--- config.mk ---
export PLATFORM = sky130hd
export DESIGN_NAME = clk_fanout_div
export DESIGN_NICKNAME = d
export VERILOG_FILES = /design/src/rtl/cfd_pkg.sv /design/src/rtl/cfd_src_mux.sv /design/src/rtl/cfd_ratio_dec.sv /design/src/rtl/cfd_divider.sv /design/src/rtl/cfd_fanout.sv /design/src/rtl/clk_fanout_div.sv
export SDC_FILE = /design/constraint.sdc
export NUM_CORES = 1
export LEC_CHECK = 0
export ABC_AREA = 1
export BUFFER_PORTS_ARGS = -buffer_cell sky130_fd_sc_hd__buf_4
export CAP_MARGIN = 40
export CORE_MARGIN = 2
export CORE_UTILIZATION = 54
export CTS_BUF_LIST = sky130_fd_sc_hd__clkbuf_16
export CTS_CLUSTER_DIAMETER = 200
export CTS_CLUSTER_SIZE = 20
export DETAILED_ROUTE_END_ITERATION = 6
export GPL_ROUTABILITY_DRIVEN = 0
export PLACE_DENSITY = 0.89
export SYNTH_ARGS = -nofsm -noshare
export SYNTH_HDL_FRONTEND = slang
export SYNTH_HIERARCHICAL = 1
export SYNTH_SLANG_ARGS = --single-unit
--- constraint.sdc ---
create_clock -name clk -period 2.8 [get_ports clk]
set_input_delay 0.42 -clock clk [delete_from_list [all_inputs] [get_ports clk]]
set_output_delay 0.42 -clock clk [all_outputs]
set_load 0.01 [all_outputs]
--- src/rtl/cfd_pkg.sv ---
package cfd_pkg;

    localparam int SEL_W   = 4;
    localparam int NUM_OUT = 5;
    localparam int MAX_EXP = 6;
    localparam int EXP_W   = $clog2(MAX_EXP + 1);
    localparam int CNT_W   = (MAX_EXP > 1) ? MAX_EXP - 1 : 1;

    typedef enum logic {
        PATH_BYPASS = 1'b0,
        PATH_EXT    = 1'b1
    } path_e;

    typedef logic [EXP_W-1:0] exp_t;
    typedef logic [CNT_W-1:0] cnt_t;

    typedef struct packed {
        logic level;
        logic rise;
    } src_ev_t;

    // ratio exponent for the bypass path
    function automatic exp_t bypass_exp(logic [SEL_W-1:0] c);
        exp_t e;
        case (c)
            4'd13, 4'd15:         e = exp_t'(0);
            4'd10, 4'd11, 4'd14:  e = exp_t'(1);
            4'd0, 4'd1, 4'd2,
            4'd12:                e = exp_t'(2);
            4'd3, 4'd4, 4'd5:     e = exp_t'(3);
            4'd6, 4'd7:           e = exp_t'(4);
            4'd8:                 e = exp_t'(5);
            default:              e = exp_t'(6);
        endcase
        return e;
    endfunction

    // ratio exponent for the external clock path
    function automatic exp_t ext_exp(logic [SEL_W-1:0] c);
        exp_t e;
        case (c)
            4'd4, 4'd5, 4'd6: e = exp_t'(1);
            4'd7, 4'd8:       e = exp_t'(2);
            4'd9:             e = exp_t'(3);
            default:          e = exp_t'(0);
        endcase
        return e;
    endfunction

    // last count value of a half period for a given exponent
    function automatic cnt_t half_last(exp_t e);
        int s;
        if (e == exp_t'(0)) return '0;
        s = int'(e) - 1;
        return cnt_t'((32'd1 << s) - 32'd1);
    endfunction

endpackage

--- src/rtl/cfd_src_mux.sv ---
module cfd_src_mux
    import cfd_pkg::*;
(
    input  logic    clk,
    input  logic    rst,
    input  logic    ref0_in,
    input  logic    ref1_in,
    input  logic    ext_in,
    input  logic    ref_pick,
    input  path_e   path,
    output src_ev_t ev
);

    logic ref_lvl;
    logic src_lvl;
    logic lvl_q;
    logic lvl_d;

    always_comb begin
        ref_lvl = ref_pick ? ref1_in : ref0_in;
        src_lvl = (path == PATH_EXT) ? ext_in : ref_lvl;
    end

    always_ff @(posedge clk) begin
        if (rst) begin
            lvl_q <= 1'b0;
            lvl_d <= 1'b0;
        end else begin
            lvl_q <= src_lvl;
            lvl_d <= lvl_q;
        end
    end

    always_comb begin
        ev.level = lvl_q;
        ev.rise  = lvl_q & ~lvl_d;
    end

endmodule

--- src/rtl/cfd_ratio_dec.sv ---
module cfd_ratio_dec
    import cfd_pkg::*;
(
    input  path_e            path,
    input  logic [SEL_W-1:0] code,
    output exp_t             exp_sel
);

    always_comb begin
        if (path == PATH_EXT) exp_sel = ext_exp(code);
        else                  exp_sel = bypass_exp(code);
    end

endmodule

--- src/rtl/cfd_divider.sv ---
module cfd_divider
    import cfd_pkg::*;
(
    input  logic    clk,
    input  logic    rst,
    input  src_ev_t ev,
    input  exp_t    pend_exp,
    output logic    div_out
);

    cnt_t cnt;
    exp_t cur_exp;
    logic y;
    logic at_last;
    logic wrap;

    always_comb begin
        at_last = (cnt == half_last(cur_exp));
        wrap    = ev.rise && at_last && y;
    end

    always_ff @(posedge clk) begin
        if (rst) begin
            cnt     <= '0;
            y       <= 1'b0;
            cur_exp <= pend_exp;
        end else if (cur_exp == exp_t'(0)) begin
            if (!ev.level) begin
                cur_exp <= pend_exp;
                cnt     <= '0;
                y       <= 1'b0;
            end else begin
                y <= 1'b1;
            end
        end else if (ev.rise) begin
            if (at_last) begin
                cnt <= '0;
                y   <= ~y;
                if (y) cur_exp <= pend_exp;
            end else begin
                cnt <= cnt + cnt_t'(1);
            end
        end
    end

    assign div_out = y;

    // counter never passes the half-period limit
    a_r8_cnt_range: assert property (@(posedge clk) disable iff (rst)
        (cur_exp != exp_t'(0)) |-> (cnt <= half_last(cur_exp)));

    // an even-ratio output only moves on a source rising edge
    a_r8_toggle_on_edge: assert property (@(posedge clk) disable iff (rst)
        (cur_exp != exp_t'(0) && !ev.rise) |=> $stable(y));

    // the active ratio changes only at the end of a period
    a_r10_hold_ratio: assert property (@(posedge clk) disable iff (rst)
        (cur_exp != exp_t'(0) && !wrap) |=> $stable(cur_exp));

endmodule

--- src/rtl/cfd_fanout.sv ---
module cfd_fanout
    import cfd_pkg::*;
#(
    parameter int N_PAIR = NUM_OUT
) (
    input  logic              clk,
    input  logic              rst,
    input  logic              div_in,
    output logic [N_PAIR-1:0] q_t,
    output logic [N_PAIR-1:0] q_c
);

    for (genvar i = 0; i < N_PAIR; i++) begin : g_pair
        logic t_r;
        logic c_r;
        always_ff @(posedge clk) begin
            if (rst) begin
                t_r <= 1'b0;
                c_r <= 1'b1;
            end else begin
                t_r <= div_in;
                c_r <= ~div_in;
            end
        end
        assign q_t[i] = t_r;
        assign q_c[i] = c_r;
    end

    logic armed;
    logic rst_d;

    always_ff @(posedge clk) begin
        if (rst) armed <= 1'b1;
        rst_d <= rst;
    end

    always @(negedge clk) begin
        if (armed) begin
            // complement pairs stay inverse
            a_r6_comp_inverse: assert (q_c == ~q_t);
            // all true outputs agree
            a_r5_same_outputs: assert (q_t == {N_PAIR{q_t[0]}});
            // reset parks the pairs
            if (rst_d) begin
                a_r7_reset_levels: assert (q_t == '0 && q_c == '1);
            end
        end
    end

endmodule

--- src/rtl/clk_fanout_div.sv ---
module clk_fanout_div
    import cfd_pkg::*;
(
    input  logic               clk,
    input  logic               rst,
    input  logic               ref0_in,
    input  logic               ref1_in,
    input  logic               ext_clk_in,
    input  logic               ref_pick,
    input  logic               path_sel,
    input  logic [SEL_W-1:0]   div_code,
    output logic [NUM_OUT-1:0] q_true,
    output logic [NUM_OUT-1:0] q_comp
);

    path_e   path;
    src_ev_t ev;
    exp_t    pend_exp;
    logic    div_q;

    assign path = path_e'(path_sel);

    cfd_src_mux u_mux (
        .clk      (clk),
        .rst      (rst),
        .ref0_in  (ref0_in),
        .ref1_in  (ref1_in),
        .ext_in   (ext_clk_in),
        .ref_pick (ref_pick),
        .path     (path),
        .ev       (ev)
    );

    cfd_ratio_dec u_dec (
        .path    (path),
        .code    (div_code),
        .exp_sel (pend_exp)
    );

    cfd_divider u_div (
        .clk      (clk),
        .rst      (rst),
        .ev       (ev),
        .pend_exp (pend_exp),
        .div_out  (div_q)
    );

    cfd_fanout #(.N_PAIR(NUM_OUT)) u_fan (
        .clk    (clk),
        .rst    (rst),
        .div_in (div_q),
        .q_t    (q_true),
        .q_c    (q_comp)
    );

endmodule

# Yosys cells after proc, flatten, opt, wreduce, memory -nomap -nowiden
# Memory sizes are Yosys's and may differ from the RTL's.
# Index checks and enable logic that the tools add are counted.
word_totals:
  out_inout_bits: 10
  reg_bits: 13
  elab_cells: 56
  memories: 1
  rom_bits: 48
memory_table:
  columns: ["name", "depth", "width", "rd", "rd_ports_with_merged_regs", "write_ports", "line", "text"]
  rows:
  - ["(name not given)", 16, 3, 1, 0, 0, "cfd_pkg.sv:25", "case (c)"]
classes:
  n_shift: 1
  mux: 21
  add_sub_neg: 3
  eq_ne: 9
  bitwise_logic: 3
  reduce_logical: 11
op_table:
  columns: ["operator", "n"]
  rows:
  - ["<< shifter 1 x 32 -> 5 bit (first input constant)", 1]
  - ["2-to-1 mux 5 bit", 6]
  - ["2-to-1 mux 3 bit", 7]
  - ["equality test 4 x 3 -> 1 bit (second input constant)", 4]
  - ["nonzero test 3 bit", 3]
  - ["equality test 4 bit (second input constant)", 2]
  - ["2-to-1 mux 1 bit", 7]
  - ["case mux 2 bit (3 select lines)", 1]
  - ["adder 5 x 1 -> 5 bit (second input constant)", 1]
  - ["equality test 5 bit", 1]
  - ["subtractor 5 x 1 -> 5 bit (second input constant)", 1]
  - ["AND reduction 2 bit", 2]
  - ["AND reduction 4 bit", 1]
  - ["nonzero test 2 bit", 2]
  - ["subtractor 3 x 1 -> 4 bit (second input constant)", 1]
  - ["zero test 3 bit", 1]
  - ["inequality test 3 bit (second input constant)", 1]
  - ["OR reduction 3 bit", 1]
  - ["inequality test 2 bit (second input constant)", 1]
  - ["inverter 1 bit", 2]
  - ["OR reduction 2 bit", 1]
  - ["bitwise AND 1 bit", 1]

# Longest topological paths before layout
depth:
  word_depth: 9
  depth_mapped: 19
  ltp_nobuf: 19

# By module
# The synthesis kept the hierarchy.
by_module_without_submodules:
  columns: ["mod", "n_inst", "cells_each", "seq_area_each_um2", "area_each_um2"]
  rows:
  - ["cfd_divider", 1, 110, 210.2, 725.7]
  - ["cfd_fanout", 1, 16, 40.0, 132.6]
  - ["cfd_ratio_dec", 1, 31, 0.0, 131.4]
  - ["cfd_src_mux", 1, 14, 40.0, 92.6]

# Least setup slack after synthesis
# OpenSTA, ideal clock, no wires.
synth_path:
  kind: "reg-to-reg"
  start: "register u_div.cur_exp[0]"
  end: "register u_div.cur_exp[0], enable pin"
  setup_time_ns: 0.298
  stages_incl_launch_ff: 16
  n_path_buf: 0
  arrival_ns: 1.921
  setup_slack_ns: 0.581
  cell_sequence: "edfxtp_1 -> inv_1 -> ha_1 -> nand2_1 -> inv_1 -> nand3_2 -> ha_1 -> o21ai_1 -> nand2_1 -> nor2_1 -> nand2_1 -> nor2_2 -> nand2_2 -> nand2_4 -> nand3_2 -> nand2_2"
synth_between:
  elab_chain_cells: 7
  elab_cells_between_ends: 12
synth_lines:
  columns: ["element", "line", "text"]
  rows:
  - ["from (decl)", "cfd_divider.sv:12", "exp_t cur_exp;"]
  - ["from (signal assigned)", "cfd_divider.sv:26", "cur_exp <= pend_exp;"]
  - ["from (signal assigned)", "cfd_divider.sv:29", "cur_exp <= pend_exp;"]
  - ["from (signal assigned)", "cfd_divider.sv:39", "if (y) cur_exp <= pend_exp;"]
  - ["subtractor 3 x 1 -> 4 bit", "cfd_pkg.sv:54", "s = int'(e) - 1;"]
  - ["<< shifter 1 x 32 -> 5 bit", "cfd_pkg.sv:55", "return cnt_t'((32'd1 << s) - 32'd1);"]
  - ["subtractor 5 x 1 -> 5 bit", "cfd_pkg.sv:55", null]
  - ["2-to-1 mux 5 bit", "cfd_pkg.sv:54", null]
  - ["equality test 5 bit", "cfd_divider.sv:18", "at_last = (cnt == half_last(cur_exp));"]
  - ["nonzero test 3 bit (no line)", null, null]
  - ["AND reduction 4 bit (no line) (*)", null, null]
# Mark *: on every way between the ends. The rest lies on a longest branch, timed or not.
# A chain may end at the register's enable or synchronous reset.

# Worst setup path in the final report
layout_path:
  start: "register u_div.cur_exp[0]"
  end: "register u_div.cur_exp[2], enable pin"
# Same word-level chain as after synthesis.

==> flow_metrics.env <==
export IMPL_max_slew_worst_pin_slew_ps=277.7
export IMPL_yosys_register_bits=13
export IMPL_grt_max_degree=12
export IMPL_p_seq_share_pct=32.6
export IMPL_areaGrowthSynthToFinish_pct=15.61
export IMPL_synthDistinctLibCells=22
export IMPL_critical_path_startpoint_type="flop"
export IMPL_clockBufferDepth=2
export IMPL_worst_hold_slack_ps=384.9
export IMPL_antenna_left=0
export IMPL_intPower_mw=0.4644
export IMPL_fp_dieArea_um2=2379
export IMPL_p_sw_mw=0.1980
export IMPL_peakVddDrop_mv=0.4902
export IMPL_leakage_nw=0.6668
export IMPL_setup_viol=0
export IMPL_drt_iter0_drc=50
export IMPL_worst_setup_path_end_kind="flop"
export IMPL_dr_pass1_iters=4
export IMPL_path_clk_slew_ps=40
export IMPL_wl_per_cell_um=11.97
export IMPL_min_period_ps=2437
export IMPL_routed_top_layer="met4"
export IMPL_root_buffer="clkbuf_16"
export IMPL_skew_ps=1.729
export IMPL_die_x_um=48.77
export IMPL_cpMaxStageDelayCell="ha_1"
export IMPL_dp_hpwl_um=1793
export IMPL_grt_pass1_wl_um=4140
export IMPL_criticalPathCategory="flop to flop"
export IMPL_antenna_found_initial=0
export IMPL_coreArea_um2=1922
export IMPL_cts_setup_buffers=0
export IMPL_wl_met1_um=967
export IMPL_relSlewSlack_pct=81.29
export IMPL_finalNetCount=199
export IMPL_synthCells=171
export IMPL_antenna_cells=0
export IMPL_io_buffers=20
export IMPL_numCtsBuffers=3
export IMPL_finalHoldViolCount=0
export IMPL_holdBufCountCts=0
export IMPL_fin_tns_setup_ps=0
export IMPL_yosysWarnings=6
export IMPL_pwr_share_comb_pct=27.9
export IMPL_slowest_delay_ps=340
export IMPL_rows=16
export IMPL_htreeDepth=1
export IMPL_drt_wl_total_um=2513
export IMPL_initial_core_util_pct=56.32
export IMPL_rsz0062_at_grt="no"
export IMPL_track_usage_pct=22.48
export IMPL_overflow=0
export IMPL_clock_latency_ps=240
export IMPL_cp_common_cell="nand2_1"
export IMPL_fmax_mhz=410.4
export IMPL_worstPathMaxFanout=5
export IMPL_hp_class="primary input to flop"
export IMPL_viasPerCell=5.219
export IMPL_syn_area_um2=1082
export IMPL_drc=0
export IMPL_crit_required_ps=2750
export IMPL_ys_seq_area_share_pct=26.82
export IMPL_cts_resized=0
export IMPL_wl_met3_um=155
export IMPL_cap_viol_max_count=0
export IMPL_tritoncts="done"
export IMPL_swShare_pct=29.89
export IMPL_wl_met2_um=1335
export IMPL_grt_pass1_vias=959
export IMPL_power_density_nw_per_um2=529.4
export IMPL_cp_cell_sequence="inv_1, ha_1, nand2_1, inv_1, nand3_2, ha_1, o21ai_1, nand2_1, nor2_1, nand2_1, nor2_2, nand2_2, nand2_4, nand3_2, nand2_2"
export IMPL_layout_drive_gt1_share_pct=22.40
export IMPL_reg2reg_slack_ps=360
export IMPL_drv_slew=0
export IMPL_ioPinCount=21
export IMPL_pwr_share_clk_pct=39.4
export IMPL_status="finished clean"
export IMPL_arrival_ps=2380
export IMPL_syn_nets=186
export IMPL_syn_area_per_cell_um2=6.329
export IMPL_chipHeight_um=48.77
export IMPL_vias=1096
export IMPL_period_share_pct=87.03
export IMPL_cts_sinks=13
-- critical path: cells and delay by family (launching register included) --
kind	cells	cell delay, ps
AND/OR/NAND/NOR	10	830
buffers and inverters	2	190
AO/OA/AOI/OAI	1	140
flip-flops	1	330
adder cells (fa/ha/maj)	2	640
-- sequential cells by signal (all words and copies together) (netlist names) --
register,cells
u_mux/lvl_d,1
u_div/cur_exp,3
u_div/div_out,1
u_mux/lvl_q,1
u_fan/g_pair.t_r,1
u_fan/g_pair.c_r,1
u_div/cnt,5
-- power by group through the flow --
stage | clock network (mW) | registers [mW] | logic, mW
3_3_place_gp | 0 | 0.217 | 0.170
4_1_cts | 0.264 | 0.216 | 0.182
5_1_grt | 0.274 | 0.217 | 0.208
2_1_floorplan | 0 | 0.216 | 0.143
6_report | 0.261 | 0.216 | 0.185
3_5_place_dp | 0 | 0.219 | 0.179
-- per-layer routing --
metal / up-vias / track usage, %
met5: - / 0
met4: 0 / 7.619
met3: 8 / 3.681
met2: 58 / 42.69
met1: 480 / 25.10
li1: 550 / -
-- through the flow --
| step | instance area (um^2) | instances | power (mW) | util [%] | setup slack [ps] |
|---|---|---|---|---|---|
| 3_3_place_gp | 1172 | 206 | 0.3869 | 61.00 | 472.5 |
| 3_5_place_dp | 1172 | 206 | 0.3972 | 61.00 | 419.8 |
| 5_1_grt | 1251 | 210 | 0.6997 | 65.10 | 148.8 |
| 2_1_floorplan | 1082 | 171 | 0.3587 | - | 581.1 |
| 4_1_cts | 1251 | 210 | 0.6628 | 65.10 | 399.6 |
| 6_report | 1251 | 210 | 0.6624 | 65.10 | 363.1 |
-- layout make-up --
cell class              instances  area (um^2)
repair buffers                 20        150.1
fillers                       173        670.6
clock inverters                 1        3.754
well taps                      27        33.78
multi-input cells             114        578.1
clock buffers                   3        75.07
flip-flops and latches         13        290.3
inverters                      32        120.1
-- cell families (layout without fill, tap and decap cells) --
group                      Yosys count  after routing  share of synthesized area [%]
DFF                                 13             13                          26.82
and+or+nand+nor                     89             89                          38.84
AOI/OAI and AO/OA                   21             21                          9.942
adders and majority gates            4              4                          4.624
buffers and inverters               44             56                          19.77
-- cell usage after synthesis --
cell type / instances / area share [%]
nand2_1: 48 / 17
inv_1: 27 / 9.4
nor2_1: 12 / 4.2
buf_4: 11 / 7.6
nand3_1: 11 / 5.1
a21oi_1: 10 / 4.6
dfxtp_1: 10 / 18
o21ai_0: 7 / 3.2
inv_2: 5 / 1.7
ha_1: 4 / 4.6
nand2_2: 4 / 2.3
nand4_1: 4 / 2.3
edfxtp_1: 3 / 8.3
nand3_2: 3 / 2.8
o21ai_1: 3 / 1.4
nand2_4: 2 / 2.1
nor2_2: 2 / 1.2
and2_1: 1 / 0.58
buf_6: 1 / 1.0
nor3_2: 1 / 0.92
o21bai_1: 1 / 0.69
or2_4: 1 / 0.81
-- worst paths after layout --
path	startpoint	endpoint	depth (start not counted)
setup / recovery	u_div/cur_exp[0]$_DFFE_PP_	u_div/cur_exp[2]$_DFFE_PP_	15
hold / removal	rst	u_fan/g_pair[3].t_r$_SDFF_PP0_	2
setup reg to reg	u_div/cur_exp[0]$_DFFE_PP_	u_div/cur_exp[2]$_DFFE_PP_	15
hold reg to reg	u_div/div_out$_SDFFE_PP0P_	u_fan/g_pair[3].c_r$_SDFF_PP1_	1
-- placed cells by master, fill, tap and decap left out, drive strengths merged, types with 3 or more instances in the layout --
| cell | synthesis | routed |
|---|---|---|
| nand3 | 14 | 14 |
| nand2 | 54 | 54 |
| buf | 12 | 20 |
| o21ai | 10 | 10 |
| nor2 | 14 | 14 |
| clkbuf | 0 | 3 |
| nand4 | 4 | 4 |
| edfxtp | 3 | 3 |
| ha | 4 | 4 |
| a21oi | 10 | 10 |
| inv | 32 | 33 |
| dfxtp | 10 | 10 |
No activity file was read; power rests on OpenSTA's default activity.
